`config.mk`:
```
export PLATFORM = sky130hd
export DESIGN_NAME = ivec_top
export DESIGN_NICKNAME = d
export VERILOG_FILES = /design/src/rtl/ivec_pkg.sv /design/src/rtl/ivec_pend_bank.sv /design/src/rtl/ivec_prio_enc.sv /design/src/rtl/ivec_top.sv
export SDC_FILE = /design/constraint.sdc
export NUM_CORES = 1
export LEC_CHECK = 0
export ABC_AREA = 1
export BUFFER_PORTS_ARGS = -buffer_cell sky130_fd_sc_hd__buf_2
export CAP_MARGIN = 20
export CORE_MARGIN = 2
export CORE_UTILIZATION = 41
export CTS_BUF_LIST = sky130_fd_sc_hd__clkbuf_8
export CTS_CLUSTER_SIZE = 12
export DETAILED_ROUTE_END_ITERATION = 7
export PLACE_DENSITY = 0.86
export SYNTH_ARGS = -nofsm -noshare
export SYNTH_HDL_FRONTEND = slang
export SYNTH_SLANG_ARGS = --single-unit
```
`constraint.sdc`:
```
create_clock -name clk -period 1.64 [get_ports clk]
set_input_delay 0.246 -clock clk [delete_from_list [all_inputs] [get_ports clk]]
set_output_delay 0.246 -clock clk [all_outputs]
set_load 0.05 [all_outputs]
```
`src/rtl/ivec_pkg.sv`:
```
package ivec_pkg;
   // Number of event sources handled by the default build
   localparam int unsigned IVEC_NUM_SRC  = 8;
   // Width of the vector register
   localparam int unsigned IVEC_VEC_W    = 8;
   // Bit position where the source code starts (steps of four)
   localparam int unsigned IVEC_CODE_LSB = 2;

   // Encoder scan order selector
   typedef enum logic {
      SCAN_HIGH_IDX_WINS = 1'b0,
      SCAN_LOW_IDX_WINS  = 1'b1
   } ivec_scan_e;

   // Bits needed to encode sources plus the idle code zero
   function automatic int unsigned code_width(input int unsigned n);
      return $clog2(n + 1);
   endfunction
endpackage

```
`src/rtl/ivec_pend_bank.sv`:
```
module ivec_pend_bank #(
   parameter int unsigned NUM_SRC = 8
) (
   input  logic               clk,
   input  logic               rst_n,
   input  logic [NUM_SRC-1:0] set_i,
   input  logic [NUM_SRC-1:0] ack_i,
   output logic [NUM_SRC-1:0] pend_o
);

   generate
      if (NUM_SRC < 1) begin : g_bad_count
         $error("ivec_pend_bank: NUM_SRC must be at least one");
      end
   endgenerate

   for (genvar g = 0; g < NUM_SRC; g++) begin : g_flag
      logic flag_q;

      always_ff @(posedge clk or negedge rst_n) begin
         if (!rst_n) begin
            flag_q <= 1'b0;
         end else if (set_i[g]) begin
            flag_q <= 1'b1;          // set dominates a same-cycle ack
         end else if (ack_i[g]) begin
            flag_q <= 1'b0;
         end
      end

      assign pend_o[g] = flag_q;

      AST_SET_WINS: assert property (@(posedge clk) disable iff (!rst_n)
         set_i[g] |=> pend_o[g]);
      AST_ACK_CLEARS: assert property (@(posedge clk) disable iff (!rst_n)
         (ack_i[g] && !set_i[g]) |=> !pend_o[g]);
      AST_FLAG_STICKY: assert property (@(posedge clk) disable iff (!rst_n)
         (!set_i[g] && !ack_i[g]) |=> $stable(pend_o[g]));
   end

endmodule

```
`src/rtl/ivec_prio_enc.sv`:
```
module ivec_prio_enc
   import ivec_pkg::*;
#(
   parameter int unsigned NUM_SRC = 8,
   parameter ivec_scan_e  SCAN    = SCAN_HIGH_IDX_WINS,
   localparam int unsigned CODE_W = code_width(NUM_SRC)
) (
   input  logic [NUM_SRC-1:0] pend_i,
   output logic [CODE_W-1:0]  code_o,
   output logic               any_o
);

   generate
      if (SCAN == SCAN_HIGH_IDX_WINS) begin : g_high_wins
         // later (higher index) hits overwrite earlier ones
         always_comb begin
            code_o = '0;
            for (int i = 0; i < NUM_SRC; i++) begin
               if (pend_i[i]) code_o = CODE_W'(i + 1);
            end
         end

         // nothing above the reported source may be pending
         always_comb begin
            AST_NOTHING_ABOVE: assert ((pend_i >> code_o) == '0);
         end
      end else begin : g_low_wins
         // earlier (lower index) hits overwrite later ones
         always_comb begin
            code_o = '0;
            for (int i = NUM_SRC - 1; i >= 0; i--) begin
               if (pend_i[i]) code_o = CODE_W'(i + 1);
            end
         end
      end
   endgenerate

   assign any_o = |pend_i;

endmodule

```
`src/rtl/ivec_top.sv`:
```
module ivec_top
   import ivec_pkg::*;
#(
   parameter int unsigned NUM_SRC    = IVEC_NUM_SRC,
   parameter int unsigned VEC_W      = IVEC_VEC_W,
   parameter int unsigned CODE_LSB   = IVEC_CODE_LSB,
   parameter bit          REG_VECTOR = 1'b1,
   parameter ivec_scan_e  SCAN       = SCAN_HIGH_IDX_WINS
) (
   input  logic               clk,
   input  logic               rst_n,
   input  logic [NUM_SRC-1:0] evt_set,
   input  logic [NUM_SRC-1:0] evt_ack,
   input  logic               irq_en,
   input  logic               bus_wr_en,
   input  logic [VEC_W-1:0]   bus_wr_data,
   output logic [VEC_W-1:0]   bus_rd_data,
   output logic [VEC_W-1:0]   vec_out,
   output logic               irq,
   output logic [NUM_SRC-1:0] pending
);

   localparam int unsigned CODE_W = code_width(NUM_SRC);

   generate
      if (CODE_LSB + CODE_W > VEC_W) begin : g_bad_fit
         $error("ivec_top: code field does not fit in the vector");
      end
   endgenerate

   logic [CODE_W-1:0] code;
   logic              any_pend;
   logic [VEC_W-1:0]  vec_d;
   logic              unused_wr;

   // write port is accepted and discarded
   assign unused_wr = bus_wr_en ^ (^bus_wr_data);

   ivec_pend_bank #(
      .NUM_SRC (NUM_SRC)
   ) u_bank (
      .clk    (clk),
      .rst_n  (rst_n),
      .set_i  (evt_set),
      .ack_i  (evt_ack),
      .pend_o (pending)
   );

   ivec_prio_enc #(
      .NUM_SRC (NUM_SRC),
      .SCAN    (SCAN)
   ) u_enc (
      .pend_i (pending),
      .code_o (code),
      .any_o  (any_pend)
   );

   always_comb begin
      vec_d = '0;
      vec_d[CODE_LSB +: CODE_W] = code;
   end

   generate
      if (REG_VECTOR) begin : g_reg_vec
         logic [VEC_W-1:0] vec_q;

         always_ff @(posedge clk or negedge rst_n) begin
            if (!rst_n) vec_q <= '0;
            else        vec_q <= vec_d;
         end

         assign vec_out = vec_q;

         AST_IDLE_ZERO: assert property (@(posedge clk) disable iff (!rst_n)
            (pending == '0) |=> (vec_out == '0));
         AST_BUSY_NONZERO: assert property (@(posedge clk) disable iff (!rst_n)
            (pending != '0) |=> (vec_out != '0));
         AST_MASK_KEEPS_VEC: assert property (@(posedge clk) disable iff (!rst_n)
            (!irq_en && pending != '0) |=> (bus_rd_data != '0));
      end else begin : g_comb_vec
         assign vec_out = vec_d;
      end
   endgenerate

   assign bus_rd_data = vec_out;
   assign irq         = any_pend & irq_en;

   AST_WRITE_IGNORED: assert property (@(posedge clk) disable iff (!rst_n)
      (bus_wr_en && evt_set == '0 && evt_ack == '0) |=> $stable(pending));
   AST_REQ_NEEDS_FLAG: assert property (@(posedge clk) disable iff (!rst_n)
      irq |-> (pending != '0));

endmodule

```
# [After elaboration in Yosys (flattened, before gate mapping)]
# Cells that the tools add are included.
[op_classes] n_bitwise=1 reduce_logical=9 n_mux=24
[op_table] cell="$mux 1" n=17
[op_table] cell="$reduce_bool 2->1" n=8
[op_table] cell="$mux 3" n=4
[op_table] cell="$reduce_or 8->1" n=1
[op_table] cell="$mux 2" n=2
[op_table] cell="$mux 4" n=1
[op_table] cell="$and 1x1->1" n=1
[totals] register_bits=12

# [Longest topological paths before layout]
[logic_depth] ltp_word=8 mapped_depth=7 mapped_depth_nobuf=7

# [By module]
# Synthesis repeated with hierarchy kept, for this count alone.
[unflattened] hier_cells=89 area_unflattened_um2=680.7
[modules_own_cells] mod="ivec_pend_bank" n_inst=1 area_per_inst_um2=380.4 cells_per_inst=48 seq_area_each_um2=200.2
[modules_own_cells] mod="ivec_top" n_inst=1 area_per_inst_um2=201.4 cells_per_inst=19 seq_area_each_um2=100.1
[modules_own_cells] mod="ivec_prio_enc" n_inst=1 area_per_inst_um2=98.8 cells_per_inst=22 seq_area_each_um2=0.0

# [Worst setup path before layout]
# No wires, ideal clock.
[synth_timing] path_type="reg2out" from="register u_bank.g_flag[7].flag_q" to="output irq" path_buffers=0 arrival_ps=1341 stages_incl_launch_ff=3 slack_ps=53 cell_sequence="dfrtp_1 nor2_1 a41oi_1"
[synth_between] elab_chain_cells=2
[synth_lines] item="start, declared" line="ivec_pend_bank.sv:18" rtl="logic flag_q;"
[synth_lines] item="start signal, assigned" line="ivec_pend_bank.sv:22" rtl="flag_q <= 1'b0;"
[synth_lines] item="start signal, assigned" line="ivec_pend_bank.sv:24" rtl="flag_q <= 1'b1;"
[synth_lines] item="start signal, assigned" line="ivec_pend_bank.sv:26" rtl="flag_q <= 1'b0;"
[synth_lines] item="$reduce_or 8->1" line="ivec_prio_enc.sv:38" rtl="assign any_o = |pend_i;"
[synth_lines] item="$and 1x1->1" line="ivec_top.sv:86" rtl="assign irq = any_pend & irq_en;"
[synth_lines] item="end, declared" line="ivec_top.sv:19" rtl="output logic irq,"
# Every way passes these cells.

# [Worst setup path after layout]
# Ends and elaborated chain as after synthesis.

==> metrics.cfg <==
[power]
internal_power_mw = 0.5790
power.share.clock_pct = 35.6
p_sw_share_pct = 34.20
irDropWorstVdd_uv = 541.4
p_total_mw = 0.8800
seqPwrFrac_pct = 37.9
p_per_area_mw_per_mm2 = 1174
p_comb_share_pct = 26.5
p_leak_nw = 0.4410
p_sw_mw = 0.3010

[timing]
rsz0062_at_grt = no
fin_crit_sh_pct = 94.35
setup-violations-final = 0
finalSetupTns_ns = 0
slew_violations = 0
max_clock_freq_ghz = 0.6463
fin_skew_ns = 0.002591
min_period_ns = 1.547
finalHoldViolations = 0

[critical_path]
max_stage_delay_ns = 0.47
path_buf_inv = 1
regToRegEndpoint = bus_rd_data[2]
cp-end-kind = primary output
cp-startpoint = u_bank.g_flag[7].flag_q
worstSetupStartpointType = register
cp_cell_sequence = nor2_1, a41oi_1, buf_2
path_class = reg -> out
crit_path_top_delay_cell = dfrtp_1
required_ns = 1.39
r2r_setup_slack_ns = 0.74
worst-path-stages = 3
r2r_cells = 7
cp_max_fo = 7
timing.critical_path.to = irq
cp_top_family = flip-flops
arrival_ns = 1.30
worst_r2r_startpoint = u_bank.g_flag[1].flag_q

[finish]
num_antenna_cells = 0
fin_area_um2 = 749.5
layout-drive-gt1-share_pct = 45.05
synthToLayoutAreaGrowth_pct = 22.00
fill_cells = 131
nets = 120

[synth]
synthCells = 64
yosys_warnings = 0
ys_ff_latch = 12
syn_avg_cell_area_um2 = 9.599
yosysSeqAreaShare_pct = 48.88
netlist_area_um2 = 614.3
synth_cell_types = 12

[global_routing]
grt_pass1_vias = 388
grt_max_degree = 13
grt.total_usage_pct = 12.91
gr-total-overflow = 0
antenna_found_initial = 0
grt_pass1_wl_um = 1704

[clocking]
hold_buffers = 1
tritoncts = built
post_cts_buffers = 0
cts.clk_slew.worst_paths_ns = 0.05
root_buffer = clkbuf_8
clockBufferDepth = 2
cts_made_buffers = 3
cts_sinks = 12
cts.htree.levels = 1
cts-resized-gates = 0
insertion_delay_ns = 0.23

[outcome]
status = finished, final reports clean

[run]
max_cap_viol_count = 0

[die]
core_mm2 = 0.001350
io_pins = 53
rows = 13
die-area_mm2 = 0.001824
die_h_um = 42.71
die_w_um = 42.71
initial_core_util_pct = 45.51

[place]
io_buffers = 35
placed_area_um2 = 684.4
place_congestion = 0.6489
dpl.hpwl_um = 903.6

[routing]
num_vias = 450
routed_wl_um = 1071
wl_per_cell_um = 10.10
drtPass1Iterations = 2
first_iter_violations = 4
drc = 0
antenna_left = 0
drt-vias-per-instance = 4.245

[worst_hold_path]
min_path_type = in -> reg

==> power groups by stage <==
| stage | Combinational (mW) | Clock (mW) | Sequential, mW |
|---|---|---|---|
| 2_1_floorplan | 0.192 | 0 | 0.362 |
| 3_3_place_gp | 0.230 | 0 | 0.336 |
| 3_5_place_dp | 0.232 | 0 | 0.339 |
| 4_1_cts | 0.234 | 0.318 | 0.334 |
| 5_1_grt | 0.246 | 0.337 | 0.336 |
| 6_report | 0.233 | 0.314 | 0.334 |
==> synth_stat cells, drive strengths merged <==
cell	number	share of area, %
a21oi	3	3.1
buf	20	24
a41oi	1	1.4
nor2	4	2.4
conb	1	0.61
o21ai	1	0.81
inv	9	5.5
nand2	5	3.1
o21bai	8	9.8
dfrtp	12	49
==> worst register-to-register path, stage by stage (launching register included) <==
cell	delay [ns]
dfrtp_1	0.41
inv_2	0.07
nand2_1	0.04
nand2_1	0.05
nand2_1	0.04
nand2_1	0.05
nand2_1	0.06
a21oi_2	0.10
==> sequential cells by signal, summed over array words and instances, names as in the netlist <==
| signal | flops |
|---|---|
| bus_rd_data | 4 |
| u_bank.g_flag.flag_q | 8 |
==> cell usage in the layout (no fill, tap or decap) <==
cell and instances:
inv_1 8, nand2_1 5, a41oi_1 1, a21oi_2 1, conb_1 8, inv_2 1, buf_2 35, clkbuf_8 4
o21ai_0 1, dlygate4sd3_1 1, dfrtp_1 12, o21bai_1 8, nor2_1 4, a21oi_1 2
==> metal layers <==
metal | up-vias | track usage, % | wire length (µm)
li1 | 222 | - | -
met4 | 0 | 7.500 | 21
met1 | 196 | 14.95 | 399
met2 | 30 | 20.61 | 543
met3 | 2 | 4.255 | 107
met5 | - | 0 | 0
==> metrics by stage <==
stage	worst slack [ns]	instances	hold slack, ns	util, %
floorplan	0.05264	71	-0.04959	-
global placement	0.4085	101	0.1257	50.70
detailed placement	0.3418	101	0.1346	50.70
CTS	0.07944	106	0.1794	55.51
global route	0.02776	106	0.1807	55.51
finish	0.09267	106	0.1804	55.51
==> cell type report <==
cell class | count | area, µm² | share of cell area [%]
clock buffers | 4 | 55.05 | 7.346
well taps | 15 | 18.77 | 2.504
multi-input cells | 30 | 156.4 | 20.87
repair buffers | 36 | 185.2 | 24.71
flip-flops and latches | 12 | 300.3 | 40.07
inverters | 9 | 33.78 | 4.508
==> kinds of logic (layout without fill, tap and decap cells) <==
family / after synthesis / after routing / share of synthesized area (%)
simple gates: 9 / 9 / 5.499
other cells: 1 / 8 / 0.6104
compound gates: 13 / 13 / 15.07
flops: 12 / 12 / 48.88
buf+inv: 29 / 49 / 29.94
==> worst min-delay path by stage <==
stage,slack (ns),to,startpoint,cells after the start
after floorplan,-0.05,bus_rd_data[2],rst_n,0
after global routing,0.18,u_bank.g_flag[2].flag_q,evt_ack[2],2
after CTS,0.18,u_bank.g_flag[5].flag_q,evt_ack[5],2
after detailed placement,0.13,bus_rd_data[3],rst_n,1
after global placement,0.13,bus_rd_data[3],rst_n,1
final,0.18,u_bank.g_flag[5].flag_q,evt_ack[5],2
Power figures use the tool's default switching activity.
